<file path="src/rtl/hbwd_pkg.sv">
package hbwd_pkg;

    typedef enum logic [1:0] {
        PH_IDLE    = 2'd0,
        PH_CHARGE  = 2'd1,
        PH_DRAIN   = 2'd2,
        PH_EXPIRED = 2'd3
    } phase_e;

    typedef enum logic {
        TRK_WANT_A = 1'b0,
        TRK_WANT_B = 1'b1
    } trk_e;

endpackage

</file>
<file path="src/rtl/hbwd_sync.sv">
module hbwd_sync #(
    parameter int unsigned LANES  = 2,
    parameter int unsigned STAGES = 2
) (
    input  logic             clk,
    input  logic             rst,
    input  logic [LANES-1:0] raw_i,
    output logic [LANES-1:0] rise_o
);

    localparam int unsigned LAST = STAGES - 1;

    typedef struct packed {
        logic [STAGES-1:0][LANES-1:0] pipe;
        logic [LANES-1:0]             prev;
    } sync_t;

    sync_t sync_d, sync_q;

    always_comb begin
        sync_d = sync_q;
        sync_d.pipe[0] = raw_i;
        for (int s = 1; s < STAGES; s++) begin
            sync_d.pipe[s] = sync_q.pipe[s-1];
        end
        sync_d.prev = sync_q.pipe[LAST];
    end

    always_ff @(posedge clk) begin
        if (rst) begin
            sync_q <= '0;
        end else begin
            sync_q <= sync_d;
        end
    end

    generate
        for (genvar l = 0; l < LANES; l++) begin : g_lane
            assign rise_o[l] = sync_q.pipe[LAST][l] & ~sync_q.prev[l];

            // a held level yields a single rise indication
            a_r2_rise_single: assert property (@(posedge clk) disable iff (rst)
                rise_o[l] |=> !rise_o[l]);
        end
    endgenerate

endmodule

</file>
<file path="src/rtl/hbwd_alt.sv">
module hbwd_alt
    import hbwd_pkg::*;
(
    input  logic clk,
    input  logic rst,
    input  logic clr_i,
    input  logic rise_a_i,
    input  logic rise_b_i,
    output logic done_o
);

    typedef struct packed {
        trk_e st;
    } alt_t;

    alt_t alt_d, alt_q;
    logic done_d;

    always_comb begin
        alt_d  = alt_q;
        done_d = 1'b0;
        if (clr_i) begin
            alt_d.st = TRK_WANT_A;
        end else begin
            unique case (alt_q.st)
                TRK_WANT_A: begin
                    if (rise_a_i) begin
                        alt_d.st = TRK_WANT_B;
                    end
                end
                TRK_WANT_B: begin
                    if (rise_b_i) begin
                        alt_d.st = TRK_WANT_A;
                        done_d   = 1'b1;
                    end
                end
                default: alt_d.st = TRK_WANT_A;
            endcase
        end
    end

    assign done_o = done_d;

    always_ff @(posedge clk) begin
        if (rst) begin
            alt_q.st <= TRK_WANT_A;
        end else begin
            alt_q <= alt_d;
        end
    end

    // simultaneous rises while awaiting A accept A only
    a_r6_tie_takes_a: assert property (@(posedge clk) disable iff (rst)
        (!clr_i && alt_q.st == TRK_WANT_A && rise_a_i && rise_b_i)
        |=> (alt_q.st == TRK_WANT_B));

    // further A rises while awaiting B leave the tracker waiting for B
    a_r5_repeat_a_ignored: assert property (@(posedge clk) disable iff (rst)
        (!clr_i && alt_q.st == TRK_WANT_B && !rise_b_i)
        |=> (alt_q.st == TRK_WANT_B));

    // a kick is only ever reported from the awaiting-B state
    a_r5_done_after_a: assert property (@(posedge clk) disable iff (rst)
        done_o |-> (alt_q.st == TRK_WANT_B && rise_b_i));

endmodule

</file>
<file path="src/rtl/hbwd_phase.sv">
module hbwd_phase
    import hbwd_pkg::*;
#(
    parameter int unsigned CHARGE_CYC = 1000,
    parameter int unsigned DRAIN_CYC  = 4000
) (
    input  logic   clk,
    input  logic   rst,
    input  logic   active_i,
    input  logic   done_i,
    output phase_e phase_o,
    output logic   timeout_o
);

    localparam int unsigned LONGEST = (CHARGE_CYC > DRAIN_CYC) ? CHARGE_CYC : DRAIN_CYC;
    localparam int unsigned CW      = $clog2(LONGEST + 1);
    localparam logic [CW-1:0] CHG_LAST = CW'(CHARGE_CYC - 1);
    localparam logic [CW-1:0] DRN_LAST = CW'(DRAIN_CYC - 1);

    typedef struct packed {
        phase_e        ph;
        logic [CW-1:0] cnt;
        logic          to;
    } tmr_t;

    tmr_t tmr_d, tmr_q;

    always_comb begin
        tmr_d    = tmr_q;
        tmr_d.to = 1'b0;
        if (!active_i) begin
            tmr_d.ph  = PH_IDLE;
            tmr_d.cnt = '0;
        end else begin
            unique case (tmr_q.ph)
                PH_IDLE: begin
                    tmr_d.ph  = PH_CHARGE;
                    tmr_d.cnt = '0;
                end
                PH_CHARGE: begin
                    if (tmr_q.cnt == CHG_LAST) begin
                        tmr_d.ph  = PH_DRAIN;
                        tmr_d.cnt = '0;
                    end else begin
                        tmr_d.cnt = tmr_q.cnt + CW'(1);
                    end
                end
                PH_DRAIN: begin
                    if (done_i) begin
                        tmr_d.ph  = PH_CHARGE;
                        tmr_d.cnt = '0;
                    end else if (tmr_q.cnt == DRN_LAST) begin
                        tmr_d.ph  = PH_EXPIRED;
                        tmr_d.cnt = '0;
                        tmr_d.to  = 1'b1;
                    end else begin
                        tmr_d.cnt = tmr_q.cnt + CW'(1);
                    end
                end
                PH_EXPIRED: begin
                    tmr_d.ph = PH_EXPIRED;
                end
                default: begin
                    tmr_d.ph  = PH_IDLE;
                    tmr_d.cnt = '0;
                end
            endcase
        end
    end

    always_ff @(posedge clk) begin
        if (rst) begin
            tmr_q.ph  <= PH_IDLE;
            tmr_q.cnt <= '0;
            tmr_q.to  <= 1'b0;
        end else begin
            tmr_q <= tmr_d;
        end
    end

    assign phase_o   = tmr_q.ph;
    assign timeout_o = tmr_q.to;

    // timeout is a single-cycle pulse
    a_r3_pulse_one_cycle: assert property (@(posedge clk) disable iff (rst)
        tmr_q.to |=> !tmr_q.to);

    // a timeout only ever follows the discharge phase
    a_r3_from_drain: assert property (@(posedge clk) disable iff (rst)
        $rose(tmr_q.to) |-> $past(tmr_q.ph == PH_DRAIN));

    // the charge counter stays inside its window
    a_r3_cnt_bound: assert property (@(posedge clk) disable iff (rst)
        (tmr_q.ph == PH_CHARGE) |-> (tmr_q.cnt <= CHG_LAST));

    // a kick during discharge restarts a fresh charge phase
    a_r4_kick_recharges: assert property (@(posedge clk) disable iff (rst)
        (active_i && tmr_q.ph == PH_DRAIN && done_i)
        |=> (tmr_q.ph == PH_CHARGE && tmr_q.cnt == '0 && !tmr_q.to));

    // when halted, no timeout and the block parks in idle
    a_r7_quiet_when_halted: assert property (@(posedge clk) disable iff (rst)
        !active_i |=> (!tmr_q.to && tmr_q.ph == PH_IDLE));

    // once expired the block stays silent while enabled
    a_r8_expired_holds: assert property (@(posedge clk) disable iff (rst)
        (active_i && tmr_q.ph == PH_EXPIRED) |=> (tmr_q.ph == PH_EXPIRED && !tmr_q.to));

endmodule

</file>
<file path="src/rtl/dual_hb_watchdog.sv">
module dual_hb_watchdog
    import hbwd_pkg::*;
#(
    parameter int unsigned CHARGE_CYC  = 1000,
    parameter int unsigned DRAIN_CYC   = 4000,
    parameter int unsigned SYNC_STAGES = 2
) (
    input  logic clk,
    input  logic rst,
    input  logic hb_a_i,
    input  logic hb_b_i,
    input  logic inhibit_i,
    input  logic mon_en_i,
    output logic timeout_o
);

    localparam int unsigned HB_LANES = 2;
    localparam int unsigned LANE_A   = 0;
    localparam int unsigned LANE_B   = 1;

    logic [HB_LANES-1:0] hb_raw;
    logic [HB_LANES-1:0] hb_rise;
    logic                active;
    logic                trk_clr;
    logic                kick;
    phase_e              phase;

    assign hb_raw[LANE_A] = hb_a_i;
    assign hb_raw[LANE_B] = hb_b_i;
    assign active         = mon_en_i & ~inhibit_i;
    assign trk_clr        = ~active | ~((phase == PH_CHARGE) | (phase == PH_DRAIN));

    hbwd_sync #(
        .LANES  (HB_LANES),
        .STAGES (SYNC_STAGES)
    ) u_sync (
        .clk    (clk),
        .rst    (rst),
        .raw_i  (hb_raw),
        .rise_o (hb_rise)
    );

    hbwd_alt u_alt (
        .clk      (clk),
        .rst      (rst),
        .clr_i    (trk_clr),
        .rise_a_i (hb_rise[LANE_A]),
        .rise_b_i (hb_rise[LANE_B]),
        .done_o   (kick)
    );

    hbwd_phase #(
        .CHARGE_CYC (CHARGE_CYC),
        .DRAIN_CYC  (DRAIN_CYC)
    ) u_phase (
        .clk       (clk),
        .rst       (rst),
        .active_i  (active),
        .done_i    (kick),
        .phase_o   (phase),
        .timeout_o (timeout_o)
    );

endmodule

</file>
<file path="config.mk">
export PLATFORM = sky130hd
export DESIGN_NAME = dual_hb_watchdog
export DESIGN_NICKNAME = d
export VERILOG_FILES = /design/src/rtl/hbwd_pkg.sv /design/src/rtl/hbwd_sync.sv /design/src/rtl/hbwd_alt.sv /design/src/rtl/hbwd_phase.sv /design/src/rtl/dual_hb_watchdog.sv
export SDC_FILE = /design/constraint.sdc
export NUM_CORES = 1
export LEC_CHECK = 0
export CAP_MARGIN = 20
export CORE_UTILIZATION = 50
export DETAILED_ROUTE_END_ITERATION = 12
export DONT_BUFFER_PORTS = 1
export PLACE_DENSITY = 0.75
export SLEW_MARGIN = 10
export SYNTH_ARGS = -nofsm -noshare
export SYNTH_HDL_FRONTEND = slang
export SYNTH_HIERARCHICAL = 1
export SYNTH_SLANG_ARGS = --single-unit
</file>
<file path="constraint.sdc">
create_clock -name clk -period 4.6 [get_ports clk]
set_input_delay 0.23 -clock clk [delete_from_list [all_inputs] [get_ports clk]]
set_output_delay 0.23 -clock clk [all_outputs]
set_load 0.1 [all_outputs]
</file>
# [Word-level counts from Yosys, hierarchy flattened]
# Index checks and enable logic that the tools add are counted.
[word_totals] wordCells=47 input_bits=6 reg_bits=22
[classes] bitwise=12 n_mux=14 n_addsub=1 n_reduce_logical=6 eq_ne=7
[ops] operator="12-bit one-hot mux with 3 select lines" count=1
[ops] operator="12-bit 2-to-1 mux" count=2
[ops] operator="14-bit 2-to-1 mux" count=1
[ops] operator="12-bit by 1-bit adder with 12-bit output, second input constant" count=1
[ops] operator="12-bit by 10-bit == test with 1-bit output, second input constant" count=1
[ops] operator="12-bit == test, second input constant" count=1
[ops] operator="2-bit one-hot mux with 4 select lines" count=1
[ops] operator="1-bit inverter" count=7
[ops] operator="1-bit 2-to-1 mux" count=6
[ops] operator="2-bit == test, second input constant" count=2
[ops] operator="2-bit 2-to-1 mux" count=2
[ops] operator="2-bit OR reduction" count=2
[ops] operator="4-bit OR reduction" count=1
[ops] operator="1-bit AND" count=3
[ops] operator="3-bit by 2-bit inequality test with 1-bit output, second input constant" count=1
[ops] operator="3-bit nonzero test" count=1
[ops] operator="2-bit by 1-bit == test with 1-bit output, second input constant" count=1
[ops] operator="2-bit logical NOT" count=1
[ops] operator="2-bit by 1-bit inequality test with 1-bit output, second input constant" count=1
[ops] operator="1-bit OR" count=2
[ops] operator="1-bit one-hot mux with 2 select lines" count=1
[ops] operator="2-bit AND reduction" count=1

# [Logic depth before layout (Yosys ltp)]
[depth] depth_word=7 depth_mapped=9 mapped_depth_nobuf=7

# [Modules after synthesis]
# The synthesis kept the hierarchy.
[by_module_without_submodules] mod="hbwd_phase" seq_area_each_um2=300.3 n_inst=1 cells_each=112 area_each_um2=930.9
[by_module_without_submodules] mod="hbwd_sync" seq_area_each_um2=120.1 n_inst=1 cells_each=14 area_each_um2=170.2
[by_module_without_submodules] mod="hbwd_alt" seq_area_each_um2=20.0 n_inst=1 cells_each=5 area_each_um2=48.8
[by_module_without_submodules] mod="dual_hb_watchdog" seq_area_each_um2=0.0 n_inst=1 cells_each=3 area_each_um2=21.3

# [Worst setup path before layout]
# Ideal clock, no wire load.
[synth_path] kind="flip-flop to flip-flop" startpoint="register u_phase/tmr_q[1] (netlist bit)" endpoint="register u_phase.tmr_q (netlist bit u_phase/phase_o[1])" synth_period_minus_slack_ps=1948 path_slack_ps=2652 arrival_ps=1853 path_buffers=1 path_stages_with_launch=7 path_cell_list="dfxtp_1 -> ha_1 -> nand4_4 -> o41a_1 -> buf_6 -> or3_1 -> a221oi_1"
[synth_via] elab_chain_len=3 elab_cells_between_ends=5 classes_between="eq/ne (4); reduce/logical (1)"
[synth_lines] element="start: declaration" line_no="hbwd_phase.sv:26" text="tmr_t tmr_d, tmr_q;"
[synth_lines] element="start signal: assignment" line_no="hbwd_phase.sv:77" text="tmr_q <= tmr_d;"
[synth_lines] element="12-bit == test or 12-bit by 10-bit == test with 1-bit output (tied branches)" line_no="hbwd_phase.sv:52, hbwd_phase.sv:41"
[synth_lines] element="3-bit by 2-bit inequality test with 1-bit output (no source line) or 2-bit by 1-bit inequality test with 1-bit output (tied branches)"
[synth_lines] element="2-bit AND reduction (no source line) (*)"
# Mark *: on every way between the ends. The rest lies on a longest branch, timed or not.
# A chain may end at the register's enable or synchronous reset.

# [Worst setup path in the final report]
[layout_path] startpoint="register u_phase.tmr_q (netlist bit u_phase/phase_o[0])" endpoint="register u_phase/tmr_q[7] (netlist bit)"
[layout_via] elab_chain_len=7 elab_cells_between_ends=10 classes_between="eq/ne (2); mux (3); bitwise (3); reduce/logical (2)"
[layout_lines] element="2-bit by 1-bit == test with 1-bit output or 2-bit == test (tied branches)" line_no="hbwd_phase.sv:35, dual_hb_watchdog.sv:31"
[layout_lines] element="1-bit OR" line_no="dual_hb_watchdog.sv:31" text="assign trk_clr = ~active | ~((phase == PH_CHARGE) | (phase == PH_DRAIN));"
[layout_lines] element="1-bit inverter" line_no="dual_hb_watchdog.sv:31"
[layout_lines] element="1-bit OR" line_no="dual_hb_watchdog.sv:31"
[layout_lines] element="1-bit 2-to-1 mux" line_no="hbwd_alt.sv:22" text="if (clr_i) begin"
[layout_lines] element="14-bit 2-to-1 mux" line_no="hbwd_phase.sv:49" text="if (done_i) begin"
[layout_lines] element="12-bit one-hot mux with 3 select lines" line_no="hbwd_phase.sv:35" text="unique case (tmr_q.ph)"
# Several ways; a longest one is shown, not always the timed one.

==> results_dict.tcl <==
set metrics [dict create \
    syn-num-nets 146 \
    antenna_cells 0 \
    r2r_setup_slack_ps 2240 \
    wl_per_cell_um 13.8 \
    synth_area_per_cell_um2 8.74 \
    path_class "reg2reg" \
    r2r_cells 5 \
    crit_arrival_ps 2580 \
    pwr-share-seq_pct 67.5 \
    leakagePower_uw 0.000475 \
    p_sw_uw 59.8 \
    slew_headroom_pct 38.3 \
    clk_latency_ps 290 \
    grt_util_met2_pct 31.3 \
    critPathLaunchType "register" \
    grt_usage_pct 20.1 \
    core_region_area_um2 2210 \
    synth_area_um2 1170 \
    swShare_pct 20.7 \
    max_freq_mhz 424 \
    synth_top_area_cell "dfxtp_1" \
    htree_levels 1 \
    intPower_uw 229 \
    synth_cell_types 40 \
    cts_tree "built" \
    postCtsSetupRepairBufs 0 \
    synth_ff_type "dfxtp_1" \
    synthTopCellsByCount "dfxtp_1 (22), nand2_1 (17), nor2b_1 (11), o21ai_0 (8)" \
    hold_depth 1 \
    min_path_type "in2reg" \
    globalRouteOverflowTotal 0 \
    required_ps 4820 \
    first_pass_iters 4 \
    clk_pin_slew_ps 110 \
    netlist.area_leader.share_pct 37.6 \
    first_global_vias 801 \
    placement.cell_area_um2 1160 \
    power_density_nw_per_um2 243 \
    seq_area_frac_synth_pct 37.6 \
    whs_endpoint "u_sync/sync_d[5]" \
    drtAntennaViolNets 0 \
    synth.most_common_cell "dfxtp_1" \
    async_flop_share_pct 0 \
    via_count 941 \
    met1_usage_pct 25.7 \
    synth_edf_count 0 \
    hold_ws_ps 64.5 \
    final_nets 145 \
    die_x_um 50.4 \
    gp_congestion 0.953 \
    n_fill_cell 208 \
    dieArea_um2 2540 \
    status "complete, no violations" \
    first_iter_violations 69 \
    route.detailed.drc 0 \
    clkSinkCount 22 \
    rr_endpoint "u_phase/tmr_q[7]" \
    syn_inst 134 \
    setup_viol 0 \
    final_layout_size_suffix_gt1_share_pct 4.58 \
    routed_via_density 5.92 \
    grtUsageMet3_pct 4.24 \
    grt_max_degree 13 \
    io_pins 7 \
    die_h_um 50.4 \
    totalWireLength_mm 2.20 \
    clockBufferDepth 2 \
    drv_slew 0 \
    hpwl_mm 1.56 \
    rows 17 \
    cts-root-buf "clkbuf_4" \
    cts_made_buffers 3 \
    yosysWarnings 6 \
    postLayoutCellArea_um2 1190 \
    final_hold_viol_count 0 \
    maxCapViolCount 0 \
    rsz0062_at_grt "no" \
    ys_top_cells_by_area "dfxtp_1 (38%), ha_1 (6.4%), nor2b_1 (5.9%), nand2_1 (5.4%), o21ai_0 (3.4%)" \
    portBuffers 0 \
    worstHoldStart "hb_b_i" \
    start_util_pct 52.9 \
    ir_worst_vdd_v 0.000118 \
    tightest_slew_ps 924 \
    synth-seq-cells 22 \
    min_period_ps 2360 \
    grt_antenna_before_repair 0 \
    rr_startpoint "u_phase/phase_o[0]" \
    finClkSkew_ps 2.74 \
    end_kind "register" \
    final.period_utilization_pct 51.3 \
    comb_power_share_pct 3.8 \
    grt_pass1_wl_mm 3.80 \
    p_clk_share_pct 28.7 \
    setup-tns-final_ps 0 \
    busiest_layer "met2" \
    path_max_fanout 8 \
    area_growth_syn_to_layout_pct 1.50 \
]
[worst max path at each step]
stage | cells after the start | slack, ps | to | from
after global placement | 5 | 2370 | u_phase/tmr_q[7] | u_phase/tmr_q[1]
after CTS | 5 | 2260 | u_phase/tmr_q[7] | u_phase/phase_o[0]
after floorplan | 6 | 2650 | u_phase/phase_o[1] | u_phase/tmr_q[1]
after global routing | 5 | 1950 | u_phase/tmr_q[2] | u_phase/phase_o[0]
after detailed placement | 5 | 2270 | u_phase/tmr_q[7] | u_phase/tmr_q[1]
final | 5 | 2240 | u_phase/tmr_q[7] | u_phase/phase_o[0]
[kinds of logic after synthesis]
family,synth area share [%]
AND/OR/NAND/NOR,30.2
AO/OA/AOI/OAI,17.3
flip-flops,37.6
buffers and inverters,6.20
adder cells (fa/ha/maj),6.41
XOR/XNOR,2.24
[stage by stage]
step / instances / power, uW / utilization, % / worst slack [ps]
after floorplan: 134 / 208 / - / 2650
after global placement: 155 / 208 / 52.3 / 2370
after detailed placement: 155 / 208 / 52.3 / 2270
after CTS: 159 / 293 / 53.7 / 2260
after global routing: 159 / 304 / 53.7 / 1950
final: 159 / 288 / 53.7 / 2240
[registers in the layout (all words and copies together), names as in the netlist]
name / count
u_phase/timeout_o: 1
u_alt/alt_q: 1
u_sync/sync_d: 4
u_phase/tmr_q: 12
u_sync/sync_q: 2
u_phase/phase_o: 2
[per-layer routing]
layer,share of wire (%),vias up,wire (um)
met5,0,-,0
met4,1.7,0,38
met3,5.4,4,119
met2,45,39,986
met1,48,425,1060
li1,-,473,-
[critical path: stages, from the launching register on]
cell and delay (ps):
dfxtp_1 480, inv_1 100, ha_1 310, nor3_1 660, o21ai_0 460, o211ai_1 280
[timing repair]
item,4_1_cts,5_1_grt
hold buffers,1,0
hold endpoints to repair,7,0
resized for setup,0,0
[power groups by stage]
stage	registers [uW]	clock network (uW)	logic [uW]
after floorplan	198	0	9.47
after global placement	199	0	9.15
after detailed placement	199	0	9.32
after CTS	195	87.4	10.8
after global routing	195	97.3	12.2
final	195	82.9	10.9
[cells in the final DEF (no fill, tap or decap), types with 2 or more instances in the layout]
cell	instances
o21a_1	2
nor2b_1	11
clkbuf_4	3
o221ai_1	4
nor4_1	3
o211ai_1	4
o21ai_0	8
inv_1	6
nor2_1	3
a21oi_1	2
nor3_1	5
nand3_1	3
or3_1	3
nand2b_1	4
and2_1	2
dfxtp_1	22
nand4_1	3
ha_1	6
nand2_1	17
xnor2_1	2
[final cells by class]
| type | count | area (um2) | share of cell area [%] |
|---|---|---|---|
| multi-input combinational | 99 | 658 | 55.4 |
| sequential | 22 | 440 | 37.1 |
| tap | 28 | 35.0 | 2.95 |
| clock buffer | 3 | 22.5 | 1.89 |
| inverter | 6 | 22.5 | 1.89 |
| timing repair buffer | 1 | 10.0 | 0.842 |
Note: power is estimated with default switching activity, not from simulation.
